===== src/rtl/opstack_pkg.sv =====
`timescale 1ns/1ps
package opstack_pkg;

  typedef enum logic [1:0] {
    OP_NOP  = 2'd0,
    OP_PUSH = 2'd1,
    OP_POP  = 2'd2,
    OP_XCH  = 2'd3
  } stk_op_e;

  typedef struct packed {
    logic    legal;
    logic    wide;
    stk_op_e op;
  } stk_cmd_t;

  localparam logic [6:0] CODE_NOP        = 7'h00;
  localparam logic [6:0] CODE_PUSH_HALF  = 7'h77;
  localparam logic [6:0] CODE_PUSH_WORDI = 7'h37;
  localparam logic [6:0] CODE_PUSH_WORDF = 7'h17;
  localparam logic [6:0] CODE_POP_HALF   = 7'h78;
  localparam logic [6:0] CODE_POP_WORDI  = 7'h3F;
  localparam logic [6:0] CODE_POP_WORDF  = 7'h1F;
  localparam logic [6:0] CODE_XCH_HALF   = 7'h79;
  localparam logic [6:0] CODE_XCH_WORDI  = 7'h39;
  localparam logic [6:0] CODE_XCH_WORDF  = 7'h19;

  function automatic int max_int(input int a, input int b);
    return (a > b) ? a : b;
  endfunction

  function automatic stk_cmd_t decode_cmd(input logic [6:0] code);
    stk_cmd_t c;
    c.legal = 1'b1;
    c.wide  = 1'b1;
    c.op    = OP_NOP;
    case (code)
      CODE_NOP:        c.wide = 1'b0;
      CODE_PUSH_HALF:  begin c.op = OP_PUSH; c.wide = 1'b0; end
      CODE_PUSH_WORDI,
      CODE_PUSH_WORDF: c.op = OP_PUSH;
      CODE_POP_HALF:   begin c.op = OP_POP; c.wide = 1'b0; end
      CODE_POP_WORDI,
      CODE_POP_WORDF:  c.op = OP_POP;
      CODE_XCH_HALF:   begin c.op = OP_XCH; c.wide = 1'b0; end
      CODE_XCH_WORDI,
      CODE_XCH_WORDF:  c.op = OP_XCH;
      default:         c.legal = 1'b0;
    endcase
    return c;
  endfunction

endpackage


===== src/rtl/opstack_decode.sv =====
`timescale 1ns/1ps
module opstack_decode
  import opstack_pkg::*;
#(
  parameter int CNT_W          = 5,
  parameter int CYC_NOP        = 4,
  parameter int CYC_POP_HALF   = 10,
  parameter int CYC_POP_WORD   = 12,
  parameter int CYC_PUSH_HALF  = 16,
  parameter int CYC_PUSH_WORD  = 20,
  parameter int CYC_XCH_HALF   = 18,
  parameter int CYC_XCH_WORD   = 26
) (
  input  logic [6:0]       code,
  output stk_cmd_t         cmd,
  output logic [CNT_W-1:0] cycles
);

  always_comb begin
    cmd = decode_cmd(code);
    unique case (cmd.op)
      OP_PUSH: cycles = cmd.wide ? CNT_W'(CYC_PUSH_WORD) : CNT_W'(CYC_PUSH_HALF);
      OP_POP:  cycles = cmd.wide ? CNT_W'(CYC_POP_WORD)  : CNT_W'(CYC_POP_HALF);
      OP_XCH:  cycles = cmd.wide ? CNT_W'(CYC_XCH_WORD)  : CNT_W'(CYC_XCH_HALF);
      default: cycles = CNT_W'(CYC_NOP);
    endcase
  end

endmodule


===== src/rtl/opstack_timer.sv =====
`timescale 1ns/1ps
module opstack_timer #(
  parameter int CNT_W = 5
) (
  input  logic             clk,
  input  logic             rst_n,
  input  logic             start,
  input  logic [CNT_W-1:0] load_val,
  output logic             busy
);

  logic [CNT_W-1:0] cnt_q, cnt_d;
  logic             cnt_en;

  assign busy   = (cnt_q != '0);
  assign cnt_en = start | busy;

  always_comb begin
    if (start) cnt_d = load_val;
    else       cnt_d = cnt_q - CNT_W'(1);
  end

  always_ff @(posedge clk or negedge rst_n) begin
    if (!rst_n)      cnt_q <= '0;
    else if (cnt_en) cnt_q <= cnt_d;
  end

endmodule


===== src/rtl/opstack_ring.sv =====
`timescale 1ns/1ps
module opstack_ring
  import opstack_pkg::*;
#(
  parameter int RING_BYTES = 16,
  parameter int WORD_BYTES = 4
) (
  input  logic                    clk,
  input  logic                    rst_n,
  input  logic                    apply,
  input  stk_op_e                 op,
  input  logic                    wide,
  input  logic [8*WORD_BYTES-1:0] push_data,
  output logic [8*WORD_BYTES-1:0] top_word,
  output logic [8*WORD_BYTES-1:0] next_word
);

  localparam int PTR_W      = $clog2(RING_BYTES);
  localparam int HALF_BYTES = WORD_BYTES / 2;

  logic [7:0]       mem_q [RING_BYTES];
  logic [7:0]       mem_d [RING_BYTES];
  logic [PTR_W-1:0] ptr_q, ptr_d;
  logic [PTR_W-1:0] off [RING_BYTES];
  logic [PTR_W-1:0] step;

  assign step = wide ? PTR_W'(WORD_BYTES) : PTR_W'(HALF_BYTES);

  // distance of each byte above the current top pointer, modulo the ring
  for (genvar j = 0; j < RING_BYTES; j++) begin : g_off
    assign off[j] = PTR_W'(j) - ptr_q;
  end

  always_comb begin
    ptr_d = ptr_q;
    for (int j = 0; j < RING_BYTES; j++) mem_d[j] = mem_q[j];
    if (apply) begin
      unique case (op)
        OP_PUSH: begin
          ptr_d = ptr_q - step;
          for (int j = 0; j < RING_BYTES; j++) begin
            if (int'(off[j]) >= RING_BYTES - int'(step))
              mem_d[j] = push_data[8*(int'(off[j]) - RING_BYTES + int'(step)) +: 8];
          end
        end
        OP_POP: ptr_d = ptr_q + step;
        OP_XCH: begin
          for (int j = 0; j < RING_BYTES; j++) begin
            if (int'(off[j]) < int'(step))
              mem_d[j] = mem_q[PTR_W'(j) + step];
            else if (int'(off[j]) < 2 * int'(step))
              mem_d[j] = mem_q[PTR_W'(j) - step];
          end
        end
        default: ;
      endcase
    end
  end

  always_ff @(posedge clk or negedge rst_n) begin
    if (!rst_n) begin
      ptr_q <= '0;
      for (int j = 0; j < RING_BYTES; j++) mem_q[j] <= '0;
    end else if (apply) begin
      ptr_q <= ptr_d;
      for (int j = 0; j < RING_BYTES; j++) mem_q[j] <= mem_d[j];
    end
  end

  for (genvar i = 0; i < WORD_BYTES; i++) begin : g_rd
    assign top_word[8*i +: 8]  = mem_q[ptr_q + PTR_W'(i)];
    assign next_word[8*i +: 8] = mem_q[ptr_q + PTR_W'(i + WORD_BYTES)];
  end

endmodule


===== src/rtl/opstack_status.sv =====
`timescale 1ns/1ps
module opstack_status
  import opstack_pkg::*;
#(
  parameter int WORD_W = 32
) (
  input  logic              clk,
  input  logic              rst_n,
  input  logic              apply,
  input  stk_op_e           op,
  input  logic              wide,
  input  logic              sr_bit,
  input  logic [WORD_W-1:0] new_top,
  output logic              sign_flag,
  output logic              zero_flag,
  output logic              svc_req
);

  localparam int HALF_W = WORD_W / 2;

  logic sign_d, zero_d;

  always_comb begin
    if (op == OP_NOP) begin
      sign_d = 1'b0;
      zero_d = 1'b0;
    end else if (wide) begin
      sign_d = new_top[WORD_W-1];
      zero_d = (new_top == '0);
    end else begin
      sign_d = new_top[HALF_W-1];
      zero_d = (new_top[HALF_W-1:0] == '0);
    end
  end

  always_ff @(posedge clk or negedge rst_n) begin
    if (!rst_n) begin
      sign_flag <= 1'b0;
      zero_flag <= 1'b0;
      svc_req   <= 1'b0;
    end else if (apply) begin
      sign_flag <= sign_d;
      zero_flag <= zero_d;
      svc_req   <= sr_bit;
    end
  end

endmodule


===== src/rtl/operand_ring_stack.sv =====
`timescale 1ns/1ps
module operand_ring_stack
  import opstack_pkg::*;
#(
  parameter int RING_BYTES    = 16,
  parameter int WORD_BYTES    = 4,
  parameter int CYC_NOP       = 4,
  parameter int CYC_POP_HALF  = 10,
  parameter int CYC_POP_WORD  = 12,
  parameter int CYC_PUSH_HALF = 16,
  parameter int CYC_PUSH_WORD = 20,
  parameter int CYC_XCH_HALF  = 18,
  parameter int CYC_XCH_WORD  = 26
) (
  input  logic                    clk,
  input  logic                    rst_n,
  input  logic                    cmd_valid,
  input  logic [7:0]              cmd_byte,
  input  logic [8*WORD_BYTES-1:0] push_data,
  output logic                    busy,
  output logic                    svc_req,
  output logic [8*WORD_BYTES-1:0] top_word,
  output logic [8*WORD_BYTES-1:0] next_word,
  output logic                    sign_flag,
  output logic                    zero_flag
);

  localparam int WORD_W  = 8 * WORD_BYTES;
  localparam int HALF_W  = WORD_W / 2;
  localparam int MAX_CYC = max_int(max_int(max_int(CYC_NOP, CYC_POP_HALF),
                                           max_int(CYC_POP_WORD, CYC_PUSH_HALF)),
                                   max_int(max_int(CYC_PUSH_WORD, CYC_XCH_HALF), CYC_XCH_WORD));
  localparam int CNT_W   = $clog2(MAX_CYC + 1);

  stk_cmd_t          cmd;
  logic [CNT_W-1:0]  cycles;
  logic              accept;
  logic [WORD_W-1:0] new_top;

  opstack_decode #(
    .CNT_W(CNT_W), .CYC_NOP(CYC_NOP),
    .CYC_POP_HALF(CYC_POP_HALF), .CYC_POP_WORD(CYC_POP_WORD),
    .CYC_PUSH_HALF(CYC_PUSH_HALF), .CYC_PUSH_WORD(CYC_PUSH_WORD),
    .CYC_XCH_HALF(CYC_XCH_HALF), .CYC_XCH_WORD(CYC_XCH_WORD)
  ) u_decode (
    .code   (cmd_byte[6:0]),
    .cmd    (cmd),
    .cycles (cycles)
  );

  assign accept = cmd_valid & ~busy & cmd.legal;

  opstack_timer #(.CNT_W(CNT_W)) u_timer (
    .clk      (clk),
    .rst_n    (rst_n),
    .start    (accept),
    .load_val (cycles),
    .busy     (busy)
  );

  opstack_ring #(.RING_BYTES(RING_BYTES), .WORD_BYTES(WORD_BYTES)) u_ring (
    .clk       (clk),
    .rst_n     (rst_n),
    .apply     (accept),
    .op        (cmd.op),
    .wide      (cmd.wide),
    .push_data (push_data),
    .top_word  (top_word),
    .next_word (next_word)
  );

  // value that will sit on top after the command, for the status bits
  always_comb begin
    if (cmd.op == OP_PUSH)
      new_top = cmd.wide ? push_data : {{HALF_W{1'b0}}, push_data[HALF_W-1:0]};
    else
      new_top = cmd.wide ? next_word : {{HALF_W{1'b0}}, top_word[WORD_W-1:HALF_W]};
  end

  opstack_status #(.WORD_W(WORD_W)) u_status (
    .clk       (clk),
    .rst_n     (rst_n),
    .apply     (accept),
    .op        (cmd.op),
    .wide      (cmd.wide),
    .sr_bit    (cmd_byte[7]),
    .new_top   (new_top),
    .sign_flag (sign_flag),
    .zero_flag (zero_flag),
    .svc_req   (svc_req)
  );

endmodule


===== config.mk =====
export PLATFORM = sky130hd
export DESIGN_NAME = operand_ring_stack
export DESIGN_NICKNAME = d
export VERILOG_FILES = /design/src/rtl/opstack_pkg.sv /design/src/rtl/opstack_decode.sv /design/src/rtl/opstack_timer.sv /design/src/rtl/opstack_ring.sv /design/src/rtl/opstack_status.sv /design/src/rtl/operand_ring_stack.sv
export SDC_FILE = /design/constraint.sdc
export NUM_CORES = 1
export LEC_CHECK = 0
export ABC_AREA = 1
export ABC_CLOCK_PERIOD_IN_PS = 4500
export CAP_MARGIN = 30
export CELL_PAD_IN_SITES_DETAIL_PLACEMENT = 2
export CELL_PAD_IN_SITES_GLOBAL_PLACEMENT = 2
export CORE_ASPECT_RATIO = 0.5
export CORE_MARGIN = 2
export CORE_UTILIZATION = 35
export CTS_BUF_LIST = sky130_fd_sc_hd__clkbuf_8 sky130_fd_sc_hd__clkbuf_16
export DETAILED_ROUTE_END_ITERATION = 16
export DONT_BUFFER_PORTS = 1
export GPL_ROUTABILITY_DRIVEN = 0
export PLACE_DENSITY_LB_ADDON = 0.1
export SLEW_MARGIN = 40
export SYNTH_ARGS = -nofsm -noshare
export SYNTH_HDL_FRONTEND = slang
export SYNTH_SLANG_ARGS = --single-unit

===== constraint.sdc =====
create_clock -name clk -period 4.5 [get_ports clk]
set_input_delay 0.45 -clock clk [delete_from_list [all_inputs] [get_ports clk]]
set_output_delay 0.45 -clock clk [all_outputs]
set_load 0.01 [all_outputs]

==> flow_metrics.env <==
export IMPL_dr_pass1_iters=5
export IMPL_antenna_found_initial=1
export IMPL_synth_seq_area_share_pct=21.6
export IMPL_cap_violations=0
export IMPL_ys_warn_count=0
export IMPL_grt_pass1_vias=21100
export IMPL_p_total_mw=7.83
export IMPL_finalWorstPathRequiredPeriod_ps=4040
export IMPL_rows=55
export IMPL_worst_path_buf_inv=4
export IMPL_min_delay_start="cmd_byte[7]"
export IMPL_outcome="complete, no violations"
export IMPL_drc=0
export IMPL_clock_fmax_ghz=0.247
export IMPL_syn_avg_cell_area_um2=5.71
export IMPL_htreeDepth=4
export IMPL_area_growth_pct=9.25
export IMPL_drv_slew=0
export IMPL_irDropWorstVdd_uv=331
export IMPL_synth_edf_count=0
export IMPL_start_util_pct=35.5
export IMPL_clkLatencyLatePin_ps=490
export IMPL_synth_common_cells="nand2_1 (1,054), nand3_1 (340), inv_1 (291)"
export IMPL_vias_per_cell=6.08
export IMPL_worst_pin_slew_ps=998
export IMPL_postSynthCellCount=2817
export IMPL_fillers=5924
export IMPL_io_pins=111
export IMPL_synthTopCellsByArea="nand2_1 (25%), dfrtp_1 (22%), nand3_1 (11%)"
export IMPL_finalCritPeriodShare_pct=89.9
export IMPL_slew_headroom_pct=33.2
export IMPL_cp_top_family="buffers and inverters"
export IMPL_root_buffer="clkbuf_16"
export IMPL_port_buffers=0
export IMPL_setup_violations=0
export IMPL_yosys_register_bits=139
export IMPL_utilization_pct=38.8
export IMPL_synth_area_leader_cell="nand2_1"
export IMPL_cp_start_kind="flop"
export IMPL_hold_violations=0
export IMPL_worstPathRequired_ps=4050
export IMPL_grt_pass1_wl_um=136000
export IMPL_synth_cell_types=57
export IMPL_hold_path_class="input pin to flop"
export IMPL_core_um2=45300
export IMPL_drt_first_iter_violations=2176
export IMPL_synth_top_cell_area_share_pct=24.6
export IMPL_ant_nets=0
export IMPL_cts_setup_buffers=0
export IMPL_num_vias=20700
export IMPL_tritoncts="yes"
export IMPL_die_x_um=307
export IMPL_endpoint_kind="primary output"
export IMPL_drive_above_1_share_pct=6.72
export IMPL_cts_buffer_depth=2
export IMPL_worst_ep_arrival_time_ps=3590
export IMPL_syn_nets=2916
export IMPL_grt_max_degree=165
export IMPL_numCtsBuffers=17
export IMPL_power_density_nw_per_um2=446
export IMPL_routedWlPerCell_um=26.7
export IMPL_grtUsageTotal_pct=38.0
export IMPL_crit_type="flop to primary output"
export IMPL_fin_skew_ps=21.5
export IMPL_synth_area_um2=16100
export IMPL_hpwl_um=69000
export IMPL_rsz0062_at_grt="false"
export IMPL_crit_chain="clkinv_2 > buf_4 > ha_1 > nand2_1 > nand2_1 > buf_4 > nand2_1 > o21ai_0 > buf_4"
export IMPL_critical_path_max_fanout=58
export IMPL_num_antenna_cells=0
export IMPL_die_h_um=156
export IMPL_clkTransAtPathRegs_ps=80
export IMPL_yosysMostFrequentCell="nand2_1"
export IMPL_synthArstFlopShare_pct=100
export IMPL_final_cell_area_um2=17600
export IMPL_cp_slowest_cell="o21ai_0"
export IMPL_cpPeakStageDelay_ps=660
export IMPL_hold_ws_ps=81.6
export IMPL_cp_startpoint="u_ring.ptr_q[1]$_DFFE_PN0P_"
export IMPL_final_net_count=2884
export IMPL_cts_sinks=139
export IMPL_leakage_nw=8.57
export IMPL_die_area_um2=47800
export IMPL_fin_tns_setup_ps=0
export IMPL_reg2reg_from="u_ring.ptr_q[1]$_DFFE_PN0P_"
export IMPL_postRouteWirelength_um=90700
export IMPL_overflow=0
export IMPL_synth_ff_type="dfrtp_1"
export IMPL_place_area_um2=16900
cell type report:
class | count | area, µm² | share of cell area, %
Multi-Input combinational cell | 2239 | 10800 | 61.7
Sequential cell | 139 | 3480 | 19.8
Inverter | 303 | 1140 | 6.50
Timing Repair Buffer | 85 | 758 | 4.32
Tap cell | 598 | 748 | 4.26
Clock buffer | 18 | 439 | 2.50
Clock inverter | 14 | 148 | 0.841
power breakdown:
group	internal [mW]	leakage, nW	total (mW)	switching, mW
logic	1.14	6.48	3.69	2.55
clock network	0.831	0.280	1.53	0.704
registers	1.68	1.81	2.61	0.927
total	3.65	8.57	7.83	4.18
stage by stage:
step	instances	setup slack, ps
global route	3396	409
CTS	3394	461
detailed placement	3360	645
global placement	3359	723
floorplan	2817	0.627
finish	3396	456
final timing paths:
path	end	slack, ps	cells past startpoint
setup / recovery	next_word[22]	460	9
hold / removal	u_status.svc_req$_DFFE_PN0P_	80	2
setup reg to reg	u_ring.mem_q[122]$_DFFE_PN0P_	680	14
hold reg to reg	u_timer.cnt_q[4]$_DFFE_PN0P_	500	2
max in group asynchronous	u_ring.mem_q[45]$_DFFE_PN0P_	3140	3
min in group asynchronous	u_ring.mem_q[49]$_DFFE_PN0P_	480	2
repair_timing:
action / in CTS / in global routing
hold buffers: 2 / 0
gates resized for setup: 0 / 0
endpoints found under the hold margin: 139 / 0
registers in the layout, indices dropped and copies added, names as in the netlist:
signal              cells
u_ring.mem_q          128
u_ring.ptr_q            3
u_status.sign_flag      1
u_status.svc_req        1
u_status.zero_flag      1
u_timer.cnt_q           5
layer usage:
| layer | track usage [%] | part of all wire, % | up-vias |
|---|---|---|---|
| met2 | 59.4 | 44 | 821 |
| met1 | 51.6 | 44 | 10500 |
| li1 | - | - | 9146 |
| met3 | 6.28 | 7.4 | 203 |
| met5 | 0 | 0 | - |
| met4 | 17.0 | 4.6 | 0 |
cell families after synthesis:
group,share of synthesized area [%]
xor+xnor,0.700
compound gates,15.8
simple gates,45.7
mux,0.187
buf+inv,11.1
fa+ha+maj,4.82
flops,21.6
layout by cell type, fill, tap and decap left out, drive strengths merged, types with 6 or more instances in the layout:
cell and instances:
clkbuf 18, fa 10, o211ai 18, nand4 80, a21oi 77, nor3 22
xnor2 8, inv 302, o21ai 291, nand2 1062, a211oi 7, dfrtp 139
nor2 190, clkinv 9, ha 46, a31oi 28, a22oi 15, a21o 6
buf 84, nand3 341
Power figures use the tool's default switching activity.
